[src/rtl/apm_pkg.sv]
`timescale 1ns/1ps
package apm_pkg;
   localparam int APM_STEP_W_DEF = 6;
   localparam int APM_SYNC_DEF   = 2;

   function automatic logic rose(input logic now_v, input logic prev_v);
      return now_v & ~prev_v;
   endfunction
endpackage

[src/rtl/apm_sync.sv]
`timescale 1ns/1ps
module apm_sync #(
   parameter int N_BITS = 2,
   parameter int STAGES = 2
) (
   input  logic              clk,
   input  logic              rst_n,
   input  logic [N_BITS-1:0] async_i,
   output logic [N_BITS-1:0] sync_o
);
   generate
      if (STAGES < 0 || STAGES > 4) begin : g_bad
         $error("apm_sync: STAGES must be 0..4");
      end
      if (STAGES == 0) begin : g_bypass
         assign sync_o = async_i;
      end else begin : g_chain
         logic [N_BITS-1:0] stg_q [STAGES];
         always_ff @(posedge clk or negedge rst_n) begin
            if (!rst_n) begin
               for (int i = 0; i < STAGES; i++) stg_q[i] <= '0;
            end else begin
               stg_q[0] <= async_i;
               for (int i = 1; i < STAGES; i++) stg_q[i] <= stg_q[i-1];
            end
         end
         assign sync_o = stg_q[STAGES-1];
      end
   endgenerate
endmodule

[src/rtl/apm_step_timer.sv]
`timescale 1ns/1ps
module apm_step_timer #(
   parameter int STEP_W = apm_pkg::APM_STEP_W_DEF
) (
   input  logic              clk,
   input  logic              rst_n,
   input  logic              step_tick,
   input  logic              period_start,
   input  logic [STEP_W-1:0] samp_time,
   output logic [STEP_W-1:0] step_cnt,
   output logic              strobe
);
   logic [STEP_W-1:0] cnt_q, cnt_nxt;
   logic              strobe_q;

   always_comb begin
      if (period_start)   cnt_nxt = '0;
      else if (step_tick) cnt_nxt = cnt_q + 1'b1;
      else                cnt_nxt = cnt_q;
   end

   always_ff @(posedge clk or negedge rst_n) begin
      if (!rst_n) begin
         cnt_q    <= '0;
         strobe_q <= 1'b0;
      end else begin
         cnt_q    <= cnt_nxt;
         strobe_q <= (cnt_nxt != cnt_q) && (cnt_nxt == samp_time);
      end
   end

   assign step_cnt = cnt_q;
   assign strobe   = strobe_q;

   AST_STROBE_PULSE: assert property (@(posedge clk) disable iff (!rst_n)
      strobe_q |=> !strobe_q);
   AST_STROBE_AT_SAMP: assert property (@(posedge clk) disable iff (!rst_n)
      strobe_q |-> (cnt_q == $past(samp_time)));
   AST_START_ZERO: assert property (@(posedge clk) disable iff (!rst_n)
      period_start |=> (cnt_q == '0));
endmodule

[src/rtl/apm_phase_capture.sv]
`timescale 1ns/1ps
module apm_phase_capture #(
   parameter int STEP_W = apm_pkg::APM_STEP_W_DEF
) (
   input  logic              clk,
   input  logic              rst_n,
   input  logic              period_start,
   input  logic              tap_rise,
   input  logic [STEP_W-1:0] step_cnt,
   output logic [STEP_W-1:0] code
);
   logic              synced_q, seen_q;
   logic [STEP_W-1:0] cap_q, code_q;

   always_ff @(posedge clk or negedge rst_n) begin
      if (!rst_n) begin
         synced_q <= 1'b0;
         seen_q   <= 1'b0;
         cap_q    <= '0;
         code_q   <= '0;
      end else if (period_start) begin
         if (synced_q && seen_q) code_q <= cap_q;
         synced_q <= 1'b1;
         seen_q   <= tap_rise;
         cap_q    <= '0;
      end else if (tap_rise && synced_q && !seen_q) begin
         seen_q <= 1'b1;
         cap_q  <= step_cnt;
      end
   end

   assign code = code_q;

   AST_CODE_AT_BOUNDARY: assert property (@(posedge clk) disable iff (!rst_n)
      !$stable(code_q) |-> $past(period_start));
   AST_FIRST_EDGE_ONLY: assert property (@(posedge clk) disable iff (!rst_n)
      (seen_q && !period_start) |=> $stable(cap_q));
endmodule

[src/rtl/apm_samp_reg.sv]
`timescale 1ns/1ps
module apm_samp_reg #(
   parameter int STEP_W = apm_pkg::APM_STEP_W_DEF
) (
   input  logic              clk,
   input  logic              rst_n,
   input  logic              wr_en,
   input  logic [STEP_W-1:0] wr_data,
   output logic [STEP_W-1:0] samp
);
   logic [STEP_W-1:0] samp_q;

   always_ff @(posedge clk or negedge rst_n) begin
      if (!rst_n)     samp_q <= '0;
      else if (wr_en) samp_q <= wr_data;
   end

   assign samp = samp_q;

   AST_WRITE_TAKES: assert property (@(posedge clk) disable iff (!rst_n)
      wr_en |=> (samp_q == $past(wr_data)));
endmodule

[src/rtl/antenna_phase_meter.sv]
`timescale 1ns/1ps
module antenna_phase_meter #(
   parameter int STEP_W      = apm_pkg::APM_STEP_W_DEF,
   parameter int SYNC_STAGES = apm_pkg::APM_SYNC_DEF
) (
   input  logic              clk,
   input  logic              rst_n,
   input  logic              step_tick,
   input  logic              carrier_ref,
   input  logic              tap_cmp,
   input  logic              samp_wr_en,
   input  logic [STEP_W-1:0] samp_wr_data,
   output logic [STEP_W-1:0] phase_code,
   output logic [STEP_W-1:0] samp_time,
   output logic              sample_strobe
);
   localparam int SYNC_W = 2;

   generate
      if (STEP_W < 2 || STEP_W > 12) begin : g_bad_w
         $error("antenna_phase_meter: STEP_W must be 2..12");
      end
   endgenerate

   logic [SYNC_W-1:0] raw_in, sync_in;
   logic              car_d, tap_d, period_start, tap_rise;
   logic [STEP_W-1:0] step_cnt, samp_q;

   assign raw_in = {tap_cmp, carrier_ref};

   apm_sync #(.N_BITS(SYNC_W), .STAGES(SYNC_STAGES)) u_sync (
      .clk(clk), .rst_n(rst_n), .async_i(raw_in), .sync_o(sync_in)
   );

   always_ff @(posedge clk or negedge rst_n) begin
      if (!rst_n) begin
         car_d <= 1'b0;
         tap_d <= 1'b0;
      end else begin
         car_d <= sync_in[0];
         tap_d <= sync_in[1];
      end
   end

   assign period_start = apm_pkg::rose(sync_in[0], car_d);
   assign tap_rise     = apm_pkg::rose(sync_in[1], tap_d);

   apm_samp_reg #(.STEP_W(STEP_W)) u_samp (
      .clk(clk), .rst_n(rst_n), .wr_en(samp_wr_en), .wr_data(samp_wr_data),
      .samp(samp_q)
   );

   apm_step_timer #(.STEP_W(STEP_W)) u_timer (
      .clk(clk), .rst_n(rst_n), .step_tick(step_tick),
      .period_start(period_start), .samp_time(samp_q),
      .step_cnt(step_cnt), .strobe(sample_strobe)
   );

   apm_phase_capture #(.STEP_W(STEP_W)) u_capture (
      .clk(clk), .rst_n(rst_n), .period_start(period_start),
      .tap_rise(tap_rise), .step_cnt(step_cnt), .code(phase_code)
   );

   assign samp_time = samp_q;
endmodule

[config.mk]
export PLATFORM = sky130hd
export DESIGN_NAME = antenna_phase_meter
export DESIGN_NICKNAME = d
export VERILOG_FILES = /design/src/rtl/apm_pkg.sv /design/src/rtl/apm_sync.sv /design/src/rtl/apm_step_timer.sv /design/src/rtl/apm_phase_capture.sv /design/src/rtl/apm_samp_reg.sv /design/src/rtl/antenna_phase_meter.sv
export SDC_FILE = /design/constraint.sdc
export NUM_CORES = 1
export LEC_CHECK = 0
export BUFFER_PORTS_ARGS = -buffer_cell sky130_fd_sc_hd__buf_2
export CORE_MARGIN = 2
export CORE_UTILIZATION = 57
export DETAILED_ROUTE_END_ITERATION = 8
export GPL_ROUTABILITY_DRIVEN = 1
export PLACE_DENSITY_LB_ADDON = 0.12
export SETUP_SLACK_MARGIN = 0.02
export SYNTH_ARGS = -nofsm -noshare
export SYNTH_HDL_FRONTEND = slang
export SYNTH_SLANG_ARGS = --single-unit
[constraint.sdc]
create_clock -name clk -period 2.9 [get_ports clk]
set_input_delay 0.29 -clock clk [delete_from_list [all_inputs] [get_ports clk]]
set_output_delay 0.29 -clock clk [all_outputs]
set_load 0.01 [all_outputs]
==> results of run 1 <==
[logic make-up after synthesis]
kind of cell               synth area share
and+or+nand+nor                       0.114
DFF                                   0.599
AOI/OAI and AO/OA                    0.0445
xor gates and xnor gates             0.0627
muxes                                 0.148
buffers and inverters                0.0218
adders and majority gates           0.00908
[layout by cell type, fill, tap and decap left out, drive strengths merged]
cell    instances
nand3           2
buf            25
inv             2
o21a            1
nor2b           1
nor4            2
mux2           11
nand2           4
mux2i           8
a32o            1
nor2           14
ha              1
nand2b          2
a21boi          1
xnor2           4
nor4bb          1
clkbuf          7
a211o           1
dfrtp          33
a21oi           1
xor2            5
a211oi          1
and3b           1
nand4           2
o31a            1
o21ai           1
[flip-flops by register name, summed over array words and instances, names as in the netlist]
| name | flops |
|---|---|
| u_samp.samp | 6 |
| tap_d | 1 |
| car_d | 1 |
| u_capture.code | 6 |
| u_timer.step_cnt | 6 |
| u_timer.strobe | 1 |
| u_sync.g_chain.stg_q | 2 |
| u_capture.cap_q | 6 |
| u_capture.synced_q | 1 |
| u_capture.seen_q | 1 |
| u_sync.sync_o | 2 |
[layout make-up]
class                      instances  area [um2]  area share
sequential                        33         826       0.525
tap                               28        35.0      0.0223
clock buffer                       7        55.1      0.0350
multi-input combinational         66         522       0.332
inverter                           2        7.51     0.00477
timing repair buffer              25         128      0.0811
[power by group through the flow]
stage	combinational, uW	sequential, uW	clock [uW]
3_5_place_dp	162	559	0
6_report	160	551	251
5_1_grt	181	558	278
4_1_cts	163	551	260
3_3_place_gp	156	556	0
2_1_floorplan	106	558	0
[per-stage QoR]
stage	hold WS, ns	instance area, um2	std cells	worst slack (ns)
after global routing	0.0537	1570	161	0.919
after floorplan	-0.00559	1380	105	1.21
after CTS	0.0203	1570	161	1.10
final	0.00597	1570	161	1.12
after detailed placement	0.340	1520	154	1.13
after global placement	0.332	1520	154	1.17
[metal layers]
layer | global-route usage | up-vias
met5 | 0 | -
met4 | 0.103 | 0
met3 | 0.0537 | 4
met2 | 0.319 | 29
met1 | 0.271 | 418
li1 | - | 419
[worst reg2reg max path: stages (launching register included)]
cell	delay, ns
dfrtp_1	0.47
ha_1	0.27
and3b_1	0.19
o21a_2	0.20
xnor2_1	0.12
a211o_1	0.22
nor4_1	0.23
[final timing paths]
check | slack [ns] | from | depth (start not counted) | endpoint
min reg2reg | 0.36 | u_sync.g_chain.stg_q[3] | 0 | u_sync.sync_o[1]
max in group asynchronous | 2.44 | rst_n | 1 | u_capture.code[1]
max reg2reg | 1.12 | u_timer.step_cnt[0] | 6 | u_timer.strobe
max | 1.12 | u_timer.step_cnt[0] | 6 | u_timer.strobe
min in group clk | 0.06 | carrier_ref | 1 | u_sync.g_chain.stg_q[2]
min | 0.006 | rst_n | 1 | u_capture.code[5]
==> out/qor.yml, run 1 <==
gr-total-overflow: 0
m1WireLength_um: 1000
core_area_um2: 2250
period_needed_ns: 1.78
port_buffers: 24
criticalPathCategory: "flip-flop to flip-flop"
synthDistinctLibCells: 28
rsz0062_at_grt: "false"
path_clk_slew_ns: 0.09
cp_slowest_cell: "dfrtp_1"
gp_congestion: 0.719
yosys_warnings: 0
grt_pass1_vias: 880
finalSetupTns_ns: 0
synth.most_common_cell: "dfrtp_1"
cellLeakagePower_uw: 0.000793
areaGrowthSynthToFinish_pct: 14.2
wl_per_cell_um: 13.8
yosysTopAreaCell: "dfrtp_1"
cp_data_arrival_time_ns: 2.01
postCtsSetupRepairBufs: 0
grt_usage: 0.207
power.total_uw: 962
combPwrFrac: 0.167
cts_htree_levels: 2
p_sw_frac: 0.273
synth-main-ff-cell: "dfrtp_1"
clock_path_buffers: 2
drc_errors: 0
diodes: 0
power.share.clock: 0.261
critPathMaxStageDelay_ns: 0.47
cts_buffers: 5
crit_fanout: 6
cts-resized-gates: 0
grt_pass1_wl_um: 4050
start_util: 0.611
syn_nets: 118
cp_num_buf_inv: 0
grt_max_degree: 34
cts-root-buf: "clkbuf_4"
setup_viol: 0
path_cells: "ha_1 > and3b_1 > o21a_2 > xnor2_1 > a211o_1 > nor4_1"
synthTopCellsByCount: "dfrtp_1 (33), nor2_1 (13), mux2_2 (11)"
irDropWorstVdd_mv: 0.398
synth_edf_count: 0
die_y_um: 53.2
ios: 25
synth_area_um2: 1380
status: "complete, no violations"
syn_inst: 105
cts_hold_buf: 0
sequentialPowerShare: 0.572
final_core_util: 0.698
drt_first_pass_iters: 4
period_share: 0.613
worstMarginPinSlew_ns: 0.707
wl_met2_um: 1060
p_int_uw: 700
dpl.hpwl_um: 1610
top_layer_used: "met4"
max_slew_margin: 0.529
syn_area_per_cell_um2: 13.1
clock_latency_ns: 0.32
min_path_type: "input pin to async pin"
slew_viol_final: 0
drv_cap: 0
required_ns: 3.13
fillCellCount: 181
ys_ff_latch: 33
drtIter0Drc: 8
postSynth.asyncResetShare: 1.00
vias: 870
netlist_top_cells_area: "dfrtp_1 (60%), mux2_2 (9.0%), mux2i_1 (5.8%)"
seq_area_frac_synth: 0.599
die_w_um: 53.2
die-area_um2: 2830
met3_length_um: 124
power.density_nw_per_um2: 612
final_nets: 146
crit_path_end_kind: "flip-flop"
ant_nets: 0
num_rows: 17
fmax_mhz: 562
antenna_found_initial: 0
finalHoldViolCount: 0
netlist.area_leader.share: 0.599
wl_um: 2220
fin_worst_skew_ns: 0.00683
clock_sinks: 33
switchingPower_uw: 263
routed_via_density: 5.40
cts_tree: "done"
layout-drive-gt1-share: 0.361
cp_top_family: "flip-flops"
cp-start-kind: "flip-flop"
(Power assumes the default switching activity.)
==> inputs of run 2 (changes only) <==
--- a/config.mk
+++ b/config.mk
@@ -5,9 +5,10 @@
 export SDC_FILE = /design/constraint.sdc
 export NUM_CORES = 1
 export LEC_CHECK = 0
+export ABC_AREA = 1
 export BUFFER_PORTS_ARGS = -buffer_cell sky130_fd_sc_hd__buf_2
 export CORE_MARGIN = 2
-export CORE_UTILIZATION = 57
+export CORE_UTILIZATION = 53
 export DETAILED_ROUTE_END_ITERATION = 8
 export GPL_ROUTABILITY_DRIVEN = 1
 export PLACE_DENSITY_LB_ADDON = 0.12
==> constraint.sdc (replaced) <==
create_clock -name clk -period 1.7 [get_ports clk]
set_input_delay 0.17 -clock clk [delete_from_list [all_inputs] [get_ports clk]]
set_output_delay 0.17 -clock clk [all_outputs]
set_load 0.01 [all_outputs]
==> run 2 against run 1 <==
Sequential cell count is the same; global-route usage shrank 1.3 points; first-iteration DRC count grew to 2.8 times the previous value; total power grew 66%; count of clock-buffer cells in the layout is the same; sequential share of layout area shrank 2.1 points; final cell count grew 37%; critical path type unchanged.
==> out/qor.yml, run 2 <==
areaGrowthSynthToFinish_pct: 18.2
ys_ff_latch: 33  # unchanged
synth.most_common_cell: "nand2_1"
syn_area_per_cell_um2: 8.77  # -33%
final_cell_mix: "nand2_1 (35), dfrtp_1 (33), inv_1 (32)"
diodes: 0  # unchanged
cts_htree_levels: 2  # unchanged
setup_viol: 0  # unchanged
dp.cells: 210  # +36%
grt_max_degree: 34  # unchanged
yosys_warnings: 0  # unchanged
multi_input_area_um2: 427  # -18%
status: "complete, no violations"
final_common_cell: "nand2_1"
slew_viol_final: 0  # unchanged
power.total_uw: 1590  # +66%
cts-root-buf: "clkbuf_4"
power.density_nw_per_um2: 972  # +59%
synthDistinctLibCells: 16  # -43%
die-area_um2: 3040  # +7.5%
seq_area_frac_synth: 0.596  # -0.00325
synth_area_um2: 1390  # +0.54%
fin_worst_skew_ns: 0.00555  # -0.00127 ns
path_clk_slew_ns: 0.09  # about the same
clock_path_buffers: 2  # unchanged
synthTopCellsByCount: "nand2_1 (35), dfrtp_1 (33), inv_1 (32)"
period_share: 0.837  # +0.224
ios: 25  # unchanged
final_nets: 203  # +39%
wl_um: 2440  # +9.7%
criticalPathCategory: "flip-flop to flip-flop"
syn_inst: 158  # +50%
combPwrFrac: 0.147  # -0.020
vias: 1108  # +27%
cp-start-kind: "flip-flop"
start_util: 0.559  # -0.0519
die_w_um: 55.1  # +3.7%
cellLeakagePower_uw: 0.000885  # +12%
synth_edf_count: 0  # unchanged
layout-drive-gt1-share: 0.188  # -0.172
fmax_mhz: 702  # +25%
synth-main-ff-cell: "dfrtp_1"
p_sw_frac: 0.267  # -0.00625
crit_fanout: 12  # +6
power.share.clock: 0.304  # +0.043
netlist_top_cells_area: "dfrtp_1 (60%), nand2_1 (9.5%), inv_1 (8.7%)"
postSynth.asyncResetShare: 1.00  # unchanged
min_path_type: "input pin to flip-flop"
finalHoldViolCount: 0  # unchanged
grt_pass1_wl_um: 3970  # -2.0%
syn_nets: 171  # +45%
yosysTopAreaCell: "dfrtp_1"
period_needed_ns: 1.42  # -0.355 ns
cts_tree: "done"
drv_cap: 0  # unchanged
port_buffers: 24  # unchanged
cp_data_arrival_time_ns: 1.63  # -0.38 ns
wl_per_cell_um: 11.0  # -20%
max_slew_margin: 0.546  # +0.0172
ff_latch_area_um2: 826  # unchanged
clock_latency_ns: 0.33  # about the same
drc_errors: 0  # unchanged
sequentialPowerShare: 0.549  # -0.023
routed_via_density: 5.01  # -7.2%
cts-resized-gates: 0  # unchanged
drtIter0Drc: 22  # +14
fillCellCount: 226  # +25%
grt_pass1_vias: 985  # +12%
antenna_found_initial: 0  # unchanged
holdWs_ns: 0.0364  # +0.0304 ns
die_y_um: 55.1  # +3.7%
dpl.hpwl_um: 1800  # +12%
fin_cells: 221  # +37%
clock_sinks: 33  # unchanged
grt_usage: 0.194  # -0.0134
worstMarginPinSlew_ns: 0.681  # -0.0258 ns
drt_first_pass_iters: 4  # unchanged
netlist.area_leader.share: 0.596  # -0.00325
cts_buffers: 5  # unchanged
ant_nets: 0  # unchanged
crit_path_end_kind: "flip-flop"
p_int_uw: 1170  # +67%
core_area_um2: 2480  # +9.9%
gr-total-overflow: 0  # unchanged
required_ns: 1.91  # -1.22 ns
rsz0062_at_grt: "false"
irDropWorstVdd_mv: 0.729  # +83%
switchingPower_uw: 425  # +62%
gp_congestion: 0.863  # +20%
postCtsSetupRepairBufs: 0  # unchanged
finalSetupTns_ns: 0  # unchanged
num_rows: 18  # +1
==> run 2: timing repair <==
action | CTS | global route
hold endpoints to repair | 35 | 0
hold buffers | 3 | 0
endpoints found under the setup margin | 0 | 0
==> run 2: layout make-up <==
cell class,instances,area share
clock inverter,1,0.00306
tap,30,0.0229
sequential,33,0.504
timing repair buffer,28,0.0963
inverter,32,0.0733
clock buffer,7,0.0397
multi-input combinational,90,0.261
==> run 2: path summary, 6_finish.rpt <==
| path | start | end | slack (ns) | depth (start not counted) |
|---|---|---|---|---|
| max | car_d | u_capture.code[5] | 0.28 | 6 |
| min | samp_wr_data[1] | u_samp.samp[1] | 0.04 | 3 |
| max reg2reg | car_d | u_capture.code[5] | 0.28 | 6 |
| min reg2reg | u_sync.g_chain.stg_q[3] | u_sync.sync_o[1] | 0.35 | 0 |
| max in group asynchronous | rst_n | u_timer.step_cnt[4] | 0.86 | 2 |
| min in group asynchronous | rst_n | car_d | 0.40 | 2 |
==> run 2: power groups by stage <==
| stage | clock (uW) | combinational, uW | sequential [uW] |
|---|---|---|---|
| after floorplan | 0 | 137 | 896 |
| after global placement | 0 | 227 | 886 |
| after detailed placement | 0 | 232 | 890 |
| after CTS | 505 | 239 | 874 |
| after global routing | 533 | 276 | 883 |
| final | 484 | 234 | 874 |
==> run 2: worst max-delay path, stage by stage (launching register included) <==
cell     delay (ns)
dfrtp_1        0.37
inv_1          0.05
nand2_1        0.16
inv_1          0.20
nand3_1        0.30
nand2_1        0.14
o21ai_0        0.08
==> run 2: cell families (layout without fill, tap and decap cells) <==
logic type      count (synthesis)  count (layout)  share of synthesized area
compound gates                 23              23                     0.0885
xor+xnor                        1               1                    0.00632
flops                          33              33                      0.596
simple gates                   65              65                      0.204
fa+ha+maj                       1               1                    0.00903
buf+inv                        35              68                     0.0958
==> run 2: per-stage QoR <==
step	util	instance area, um2	worst slack (ns)
2_1_floorplan	-	1390	0.463
3_3_place_gp	0.621	1540	0.286
3_5_place_dp	0.621	1540	0.293
4_1_cts	0.661	1640	0.248
5_1_grt	0.661	1640	0.117
6_report	0.661	1640	0.276
==> run 2: per-layer routing <==
| layer | track usage | up-vias | wire length, um |
|---|---|---|---|
| met5 | 0 | - | 0 |
| met4 | 0.122 | 0 | 45 |
| met3 | 0.0591 | 5 | 141 |
| met2 | 0.317 | 36 | 1180 |
| met1 | 0.219 | 505 | 1070 |
| li1 | - | 562 | - |
